$ cat src/rtl/progclk_pkg.sv
`timescale 1ns/1ps
package progclk_pkg;

    localparam int SRC_W = 2;

    localparam logic [SRC_W-1:0] SRC_SLOW = 2'd0;
    localparam logic [SRC_W-1:0] SRC_MAIN = 2'd1;
    localparam logic [SRC_W-1:0] SRC_RSVD = 2'd2;
    localparam logic [SRC_W-1:0] SRC_PLL  = 2'd3;

    typedef enum logic [1:0] {
        CH_OFF  = 2'd0,
        CH_SYNC = 2'd1,
        CH_RUN  = 2'd2
    } ch_state_e;

endpackage

$ cat src/rtl/progclk_srcsel.sv
`timescale 1ns/1ps
module progclk_srcsel
    import progclk_pkg::*;
(
    input  logic [SRC_W-1:0] sel,
    input  logic             slow_tick,
    input  logic             main_tick,
    input  logic             pll_tick,
    output logic             tick
);

    // Reserved code falls back to the slow source
    always_comb begin
        unique case (sel)
            SRC_SLOW, SRC_RSVD: tick = slow_tick;
            SRC_MAIN:           tick = main_tick;
            SRC_PLL:            tick = pll_tick;
            default:            tick = slow_tick;
        endcase
    end

endmodule

$ cat src/rtl/progclk_chan.sv
`timescale 1ns/1ps
module progclk_chan
    import progclk_pkg::*;
#(
    parameter int DIV_W   = 3,
    parameter int MAX_LOG = 6
) (
    input  logic             clk,
    input  logic             rst_n,
    input  logic             slow_tick,
    input  logic             main_tick,
    input  logic             pll_tick,
    input  logic             cfg_we,
    input  logic [SRC_W-1:0] cfg_src,
    input  logic [DIV_W-1:0] cfg_div,
    input  logic             en_set,
    input  logic             en_clr,
    output logic             clk_out,
    output logic             active,
    output logic             ready
);

    localparam int CNT_W = (MAX_LOG < 1) ? 1 : MAX_LOG;

    ch_state_e        state_q, state_n;
    logic [SRC_W-1:0] src_q;
    logic [DIV_W-1:0] div_q;
    logic [DIV_W-1:0] div_eff;
    logic [CNT_W-1:0] cnt_q;
    logic [CNT_W-1:0] lim;
    logic             out_q;
    logic             sel_tick;
    logic             edge_hit;
    logic             restart;

    progclk_srcsel u_sel (
        .sel       (src_q),
        .slow_tick (slow_tick),
        .main_tick (main_tick),
        .pll_tick  (pll_tick),
        .tick      (sel_tick)
    );

    // Prescaler clamp: codes above the largest exponent saturate
    always_comb begin
        if (int'(div_q) > MAX_LOG) begin
            div_eff = DIV_W'(MAX_LOG);
        end else begin
            div_eff = div_q;
        end
        lim      = CNT_W'((1 << div_eff) - 1);
        edge_hit = sel_tick && (cnt_q == lim);
    end

    // State register
    always_ff @(posedge clk or negedge rst_n) begin
        if (!rst_n) begin
            state_q <= CH_OFF;
        end else begin
            state_q <= state_n;
        end
    end

    // Transitions: enable, first_edge, reconfig, disable
    always_comb begin
        state_n = state_q;
        restart = 1'b0;
        unique case (state_q)
            CH_OFF: begin
                if (en_set && !en_clr) begin
                    state_n = CH_SYNC;
                    restart = 1'b1;
                end
            end
            CH_SYNC: begin
                if (en_clr) begin
                    state_n = CH_OFF;
                end else if (cfg_we) begin
                    restart = 1'b1;
                end else if (edge_hit) begin
                    state_n = CH_RUN;
                end
            end
            CH_RUN: begin
                if (en_clr) begin
                    state_n = CH_OFF;
                end else if (cfg_we) begin
                    state_n = CH_SYNC;
                    restart = 1'b1;
                end
            end
            default: state_n = CH_OFF;
        endcase
    end

    // Stored configuration
    always_ff @(posedge clk or negedge rst_n) begin
        if (!rst_n) begin
            src_q <= SRC_SLOW;
            div_q <= '0;
        end else if (cfg_we) begin
            src_q <= cfg_src;
            div_q <= cfg_div;
        end
    end

    // Divider counter and output flop
    always_ff @(posedge clk or negedge rst_n) begin
        if (!rst_n) begin
            cnt_q <= '0;
            out_q <= 1'b0;
        end else if ((state_n == CH_OFF) || restart) begin
            cnt_q <= '0;
            out_q <= 1'b0;
        end else if (sel_tick) begin
            if (cnt_q == lim) begin
                cnt_q <= '0;
                out_q <= ~out_q;
            end else begin
                cnt_q <= cnt_q + 1'b1;
            end
        end
    end

    // Outputs
    always_comb begin
        clk_out = out_q;
        active  = (state_q != CH_OFF);
        ready   = (state_q == CH_RUN);
    end

endmodule

$ cat src/rtl/progclk_top.sv
`timescale 1ns/1ps
module progclk_top
    import progclk_pkg::*;
#(
    parameter int  NUM_OUT = 3,
    parameter int  DIV_W   = 3,
    parameter int  MAX_LOG = 6,
    localparam int IDX_W   = (NUM_OUT > 1) ? $clog2(NUM_OUT + 1) : 1
) (
    input  logic               clk,
    input  logic               rst_n,
    input  logic               slow_tick,
    input  logic               main_tick,
    input  logic               pll_tick,
    input  logic               cfg_we,
    input  logic [IDX_W-1:0]   cfg_idx,
    input  logic [SRC_W-1:0]   cfg_src,
    input  logic [DIV_W-1:0]   cfg_div,
    input  logic [NUM_OUT-1:0] en_set,
    input  logic [NUM_OUT-1:0] en_clr,
    output logic [NUM_OUT-1:0] clk_out,
    output logic [NUM_OUT-1:0] active,
    output logic [NUM_OUT-1:0] ready
);

    logic [NUM_OUT-1:0] chan_we;

    for (genvar g = 0; g < NUM_OUT; g++) begin : g_chan
        // Out-of-range indices decode to no channel
        assign chan_we[g] = cfg_we && (cfg_idx == IDX_W'(g));

        progclk_chan #(
            .DIV_W   (DIV_W),
            .MAX_LOG (MAX_LOG)
        ) u_chan (
            .clk       (clk),
            .rst_n     (rst_n),
            .slow_tick (slow_tick),
            .main_tick (main_tick),
            .pll_tick  (pll_tick),
            .cfg_we    (chan_we[g]),
            .cfg_src   (cfg_src),
            .cfg_div   (cfg_div),
            .en_set    (en_set[g]),
            .en_clr    (en_clr[g]),
            .clk_out   (clk_out[g]),
            .active    (active[g]),
            .ready     (ready[g])
        );
    end

endmodule

$ cat config.mk
export PLATFORM = sky130hd
export DESIGN_NAME = progclk_top
export DESIGN_NICKNAME = d
export VERILOG_FILES = /design/src/rtl/progclk_pkg.sv /design/src/rtl/progclk_srcsel.sv /design/src/rtl/progclk_chan.sv /design/src/rtl/progclk_top.sv
export SDC_FILE = /design/constraint.sdc
export NUM_CORES = 1
export LEC_CHECK = 0
export ABC_AREA = 1
export BUFFER_PORTS_ARGS = -buffer_cell sky130_fd_sc_hd__buf_2
export CAP_MARGIN = 20
export CORE_ASPECT_RATIO = 1.75
export CORE_MARGIN = 8
export CORE_UTILIZATION = 25
export CTS_CLUSTER_SIZE = 28
export DETAILED_ROUTE_END_ITERATION = 6
export GPL_ROUTABILITY_DRIVEN = 0
export GPL_TIMING_DRIVEN = 0
export HOLD_SLACK_MARGIN = 0.12
export PLACE_DENSITY = 0.48
export RECOVER_POWER = 25
export SLEW_MARGIN = 20
export SYNTH_ARGS = -nofsm -noshare
export SYNTH_HDL_FRONTEND = slang
export SYNTH_HIERARCHICAL = 1
export SYNTH_SLANG_ARGS = --single-unit
$ cat constraint.sdc
create_clock -name clk -period 2 [get_ports clk]
set_input_delay 0.5 -clock clk [delete_from_list [all_inputs] [get_ports clk]]
set_output_delay 0.5 -clock clk [all_outputs]
set_load 0.05 [all_outputs]
==> out/metrics.csv <==
stage;metric;value;unit
placed_design;port_buffers;27;
yosys;synth_compound_area_share;4.52;%
worst_setup_path;critical_path_arrival;2120;ps
yosys;postSynthCellCount;461;
layout;final_nets;533;
floorplan;die_y;167;um
placed_design;placed_cell_area;3620;sq um
yosys;synth_top_family_by_area;simple AND/OR/NAND/NOR gates;
yosys;synth_cell_type_count;24;
yosys;synthTopCellsByArea;dfrtp_1, nand2_1, inv_1;
yosys;synth.area.mux_share;0;%
placed_design;post-place-cells;659;
placed_design;place_hpwl;6.38;mm
worst_setup_path;path_buf_inv;2;
yosys;synth_top_cells_by_count;nand2_1, inv_1, dfrtp_1;
worst_setup_path;crit_slowest_cell;dfrtp_1;
route;vias_per_cell;4.46;
cts;clkLatencyLatePin;290;ps
yosys;synthXorXnorAreaFrac;4.82;%
yosys;yosysMostFrequentCell;nand2_1;
floorplan;die_w;102;um
route;drtIter0Drc;97;
yosys;yosysTopAreaCell;dfrtp_1;
worst_setup_path;path_class;flop to flop;
worst_setup_path;slowest_delay;400;ps
route;firstDrtPassIters;4;
yosys;synthAdderAreaFrac;5.74;%
cts;cts_max_path_buffers;2;
global_route;grt_remaining_overflow;0;
cts;hold_buffers;0;
global_route;grt_max_degree;43;
timing;finalSetupViolCount;0;
route;drtAntennaViolNets;0;
route;wl_per_cell;12.3;um
floorplan;pin_count;28;
worst_setup_path;start_kind;flop;
timing;timing.fmax;529;MHz
timing;hold_viol;0;
layout;post-route-util;29.9;%
timing;worst_pin_slew;1140;ps
power_and_ir_drop;p_per_area;1000;nW/um^2
yosys;synthArstFlopShare;100;%
cts;clk_pin_slew_worst_paths;60;ps
layout;syn2layout_area_growth;17.6;%
status;status;finished clean;
floorplan;initial_core_util;25.4;%
worst_setup_path;endpoint_kind;flop;
timing;period_share;94.4;%
yosys;synth-edff-count;0;
route;drc;0;
cts;htreeDepth;2;
yosys;ys_seq_area_share;32.2;%
yosys;yosysTopAreaCellShare;32.2;%
cts;cts_root_buf;clkbuf_16;
worst_setup_path;required;2230;ps
yosys;ys_ff_latch;42;
layout;fin_cells;670;
worst_setup_path;cp_cell_sequence;inv_1, nand2_1, nand3_1, buf_16, nand3_4, nor2_4, nand3_2, nor2_4, nand3_2, nand2_2, nand2_4, nand2_4, nand3b_4, nor2_2;
timing;min_period;1890;ps
power_and_ir_drop;ir_drop;427;uV
route;drt_wl_total;8.21;mm
yosys;syn_area;3270;sq um
global_route;grt_pass1_vias;2946;
layout;final_cell_area;3840;sq um
timing;clock_skew;3.59;ps
min_path;hold_class;primary input to async pin;
layout;fillers;1421;
job;cap_violations;0;
cts;cts_tree;yes;
timing;holdWs;427;ps
yosys;synth_nets;495;
layout;drive_above_1_share;19.2;%
yosys;avgSynthCellArea;7.09;sq um
global_route;grt_pass1_wl;13.2;mm
yosys;yosys_warnings;6;
cts;cts_made_buffers;5;
worst_setup_path;path_max_fanout;7;
power_and_ir_drop;static-leakage-power;1.97;nW
global_route;antenna_found_initial;0;
yosys;synthSimpleGateAreaFrac;42.3;%
yosys;synthFlopType;dfrtp_1;
floorplan;row_count;55;
route;vias;2985;
layout;n_antenna_cell;0;
floorplan;core-area;12900;sq um
cts;clock_sinks;42;
worst_setup_path;crit_family;simple AND/OR/NAND/NOR gates;
global_route;track_usage;9.74;%
floorplan;die-area;17100;sq um
timing;slew_violations;0;
timing;maxSlewHeadroom;24.0;%
-- final timing paths --
| kind | to | start | slack, ps | cells after the start |
|---|---|---|---|---|
| worst max-delay path | g_chan[1].u_chan/cnt_q[1] | g_chan[1].u_chan/src_q[0] | 110 | 14 |
| worst min-delay path | g_chan[2].u_chan/state_q[0] | rst_n | 430 | 1 |
| worst max register to register | g_chan[1].u_chan/cnt_q[1] | g_chan[1].u_chan/src_q[0] | 110 | 14 |
| worst min register to register | g_chan[0].u_chan/src_q[1] | g_chan[0].u_chan/src_q[1] | 500 | 2 |
| max in group asynchronous | g_chan[0].u_chan/cnt_q[1] | rst_n | 880 | 1 |
| min in group clk | g_chan[1].u_chan/src_q[0] | cfg_src[0] | 460 | 3 |
-- cell families (layout without fill, tap and decap cells) --
| logic type | Yosys count | after routing |
|---|---|---|
| AO/OA/AOI/OAI | 29 | 29 |
| XOR/XNOR | 18 | 18 |
| adder cells (fa/ha/maj) | 15 | 15 |
| buffers and inverters | 83 | 120 |
| flip-flops | 42 | 42 |
| AND/OR/NAND/NOR | 274 | 275 |
-- sequential cells by signal, indices dropped and copies added (netlist names) --
register and flops:
g_chan.u_chan/cnt_q 18, g_chan.u_chan/div_q 9, g_chan.u_chan/state_q 6, g_chan.u_chan/clk_out 3
g_chan.u_chan/src_q 6
-- per-layer routing --
metal	vias to the layer above	GRT usage (%)	share of wire [%]
li1	1548	-	-
met1	1395	8.65	36
met2	30	19.4	59
met3	12	1.99	2.6
met4	0	4.69	2.3
met5	-	0	0
-- layout by cell type, fill, tap and decap left out, types with 2 or more instances in the layout --
cell type  instances
xnor2_1            9
inv_1             68
nand3b_4           3
o21ai_0           20
nand2_2           13
nand2_1          122
buf_4              3
clkbuf_2           2
nor2_1            30
nor3_1             6
ha_1              15
a21oi_1            8
nand3b_1           3
nand2_4            5
nor2_2            11
nor2_4             4
xor2_1             9
nand3_1           38
clkbuf_16          5
inv_2              9
nand4_1           30
nand3_2            9
dfrtp_1           42
buf_2             28
clkbuf_1           2
-- repair_timing --
action                                  4_1_cts  5_1_grt
buffers inserted                              0        3
resized for setup                             0       10
endpoints found under the setup margin        0       14
-- power breakdown --
part	switching (mW)	internal [mW]
clock	0.347	0.617
combinational	1.15	0.566
sequential	0.175	0.991
total	1.67	2.17
-- worst register-to-register path, delay by kind of cell, from the launching register on --
kind / cells / cell delay [ps]
buf+inv: 2 / 230
simple gates: 12 / 1220
flops: 1 / 400
-- stage by stage --
stage / power (mW) / TNS, ps / worst slack, ps
floorplan: 2.47 / 0 / 204
global placement: 2.82 / -2370 / -227
detailed placement: 2.84 / -2860 / -236
CTS: 3.83 / 0 / 64.9
global route: 4.13 / -89.1 / -28.4
finish: 3.84 / 0 / 111
-- final cells by class --
| type | instances | area [sq um] | share of cell area, % |
|---|---|---|---|
| buffer | 6 | 50.0 | 1.30 |
| clock buffer | 6 | 139 | 3.61 |
| clock inverter | 1 | 30.0 | 0.781 |
| inverter | 77 | 289 | 7.52 |
| multi-input combinational | 337 | 1910 | 49.8 |
| sequential | 42 | 1050 | 27.3 |
| tap | 171 | 214 | 5.57 |
| timing repair buffer | 30 | 158 | 4.10 |
Power figures use the tool's default switching activity.
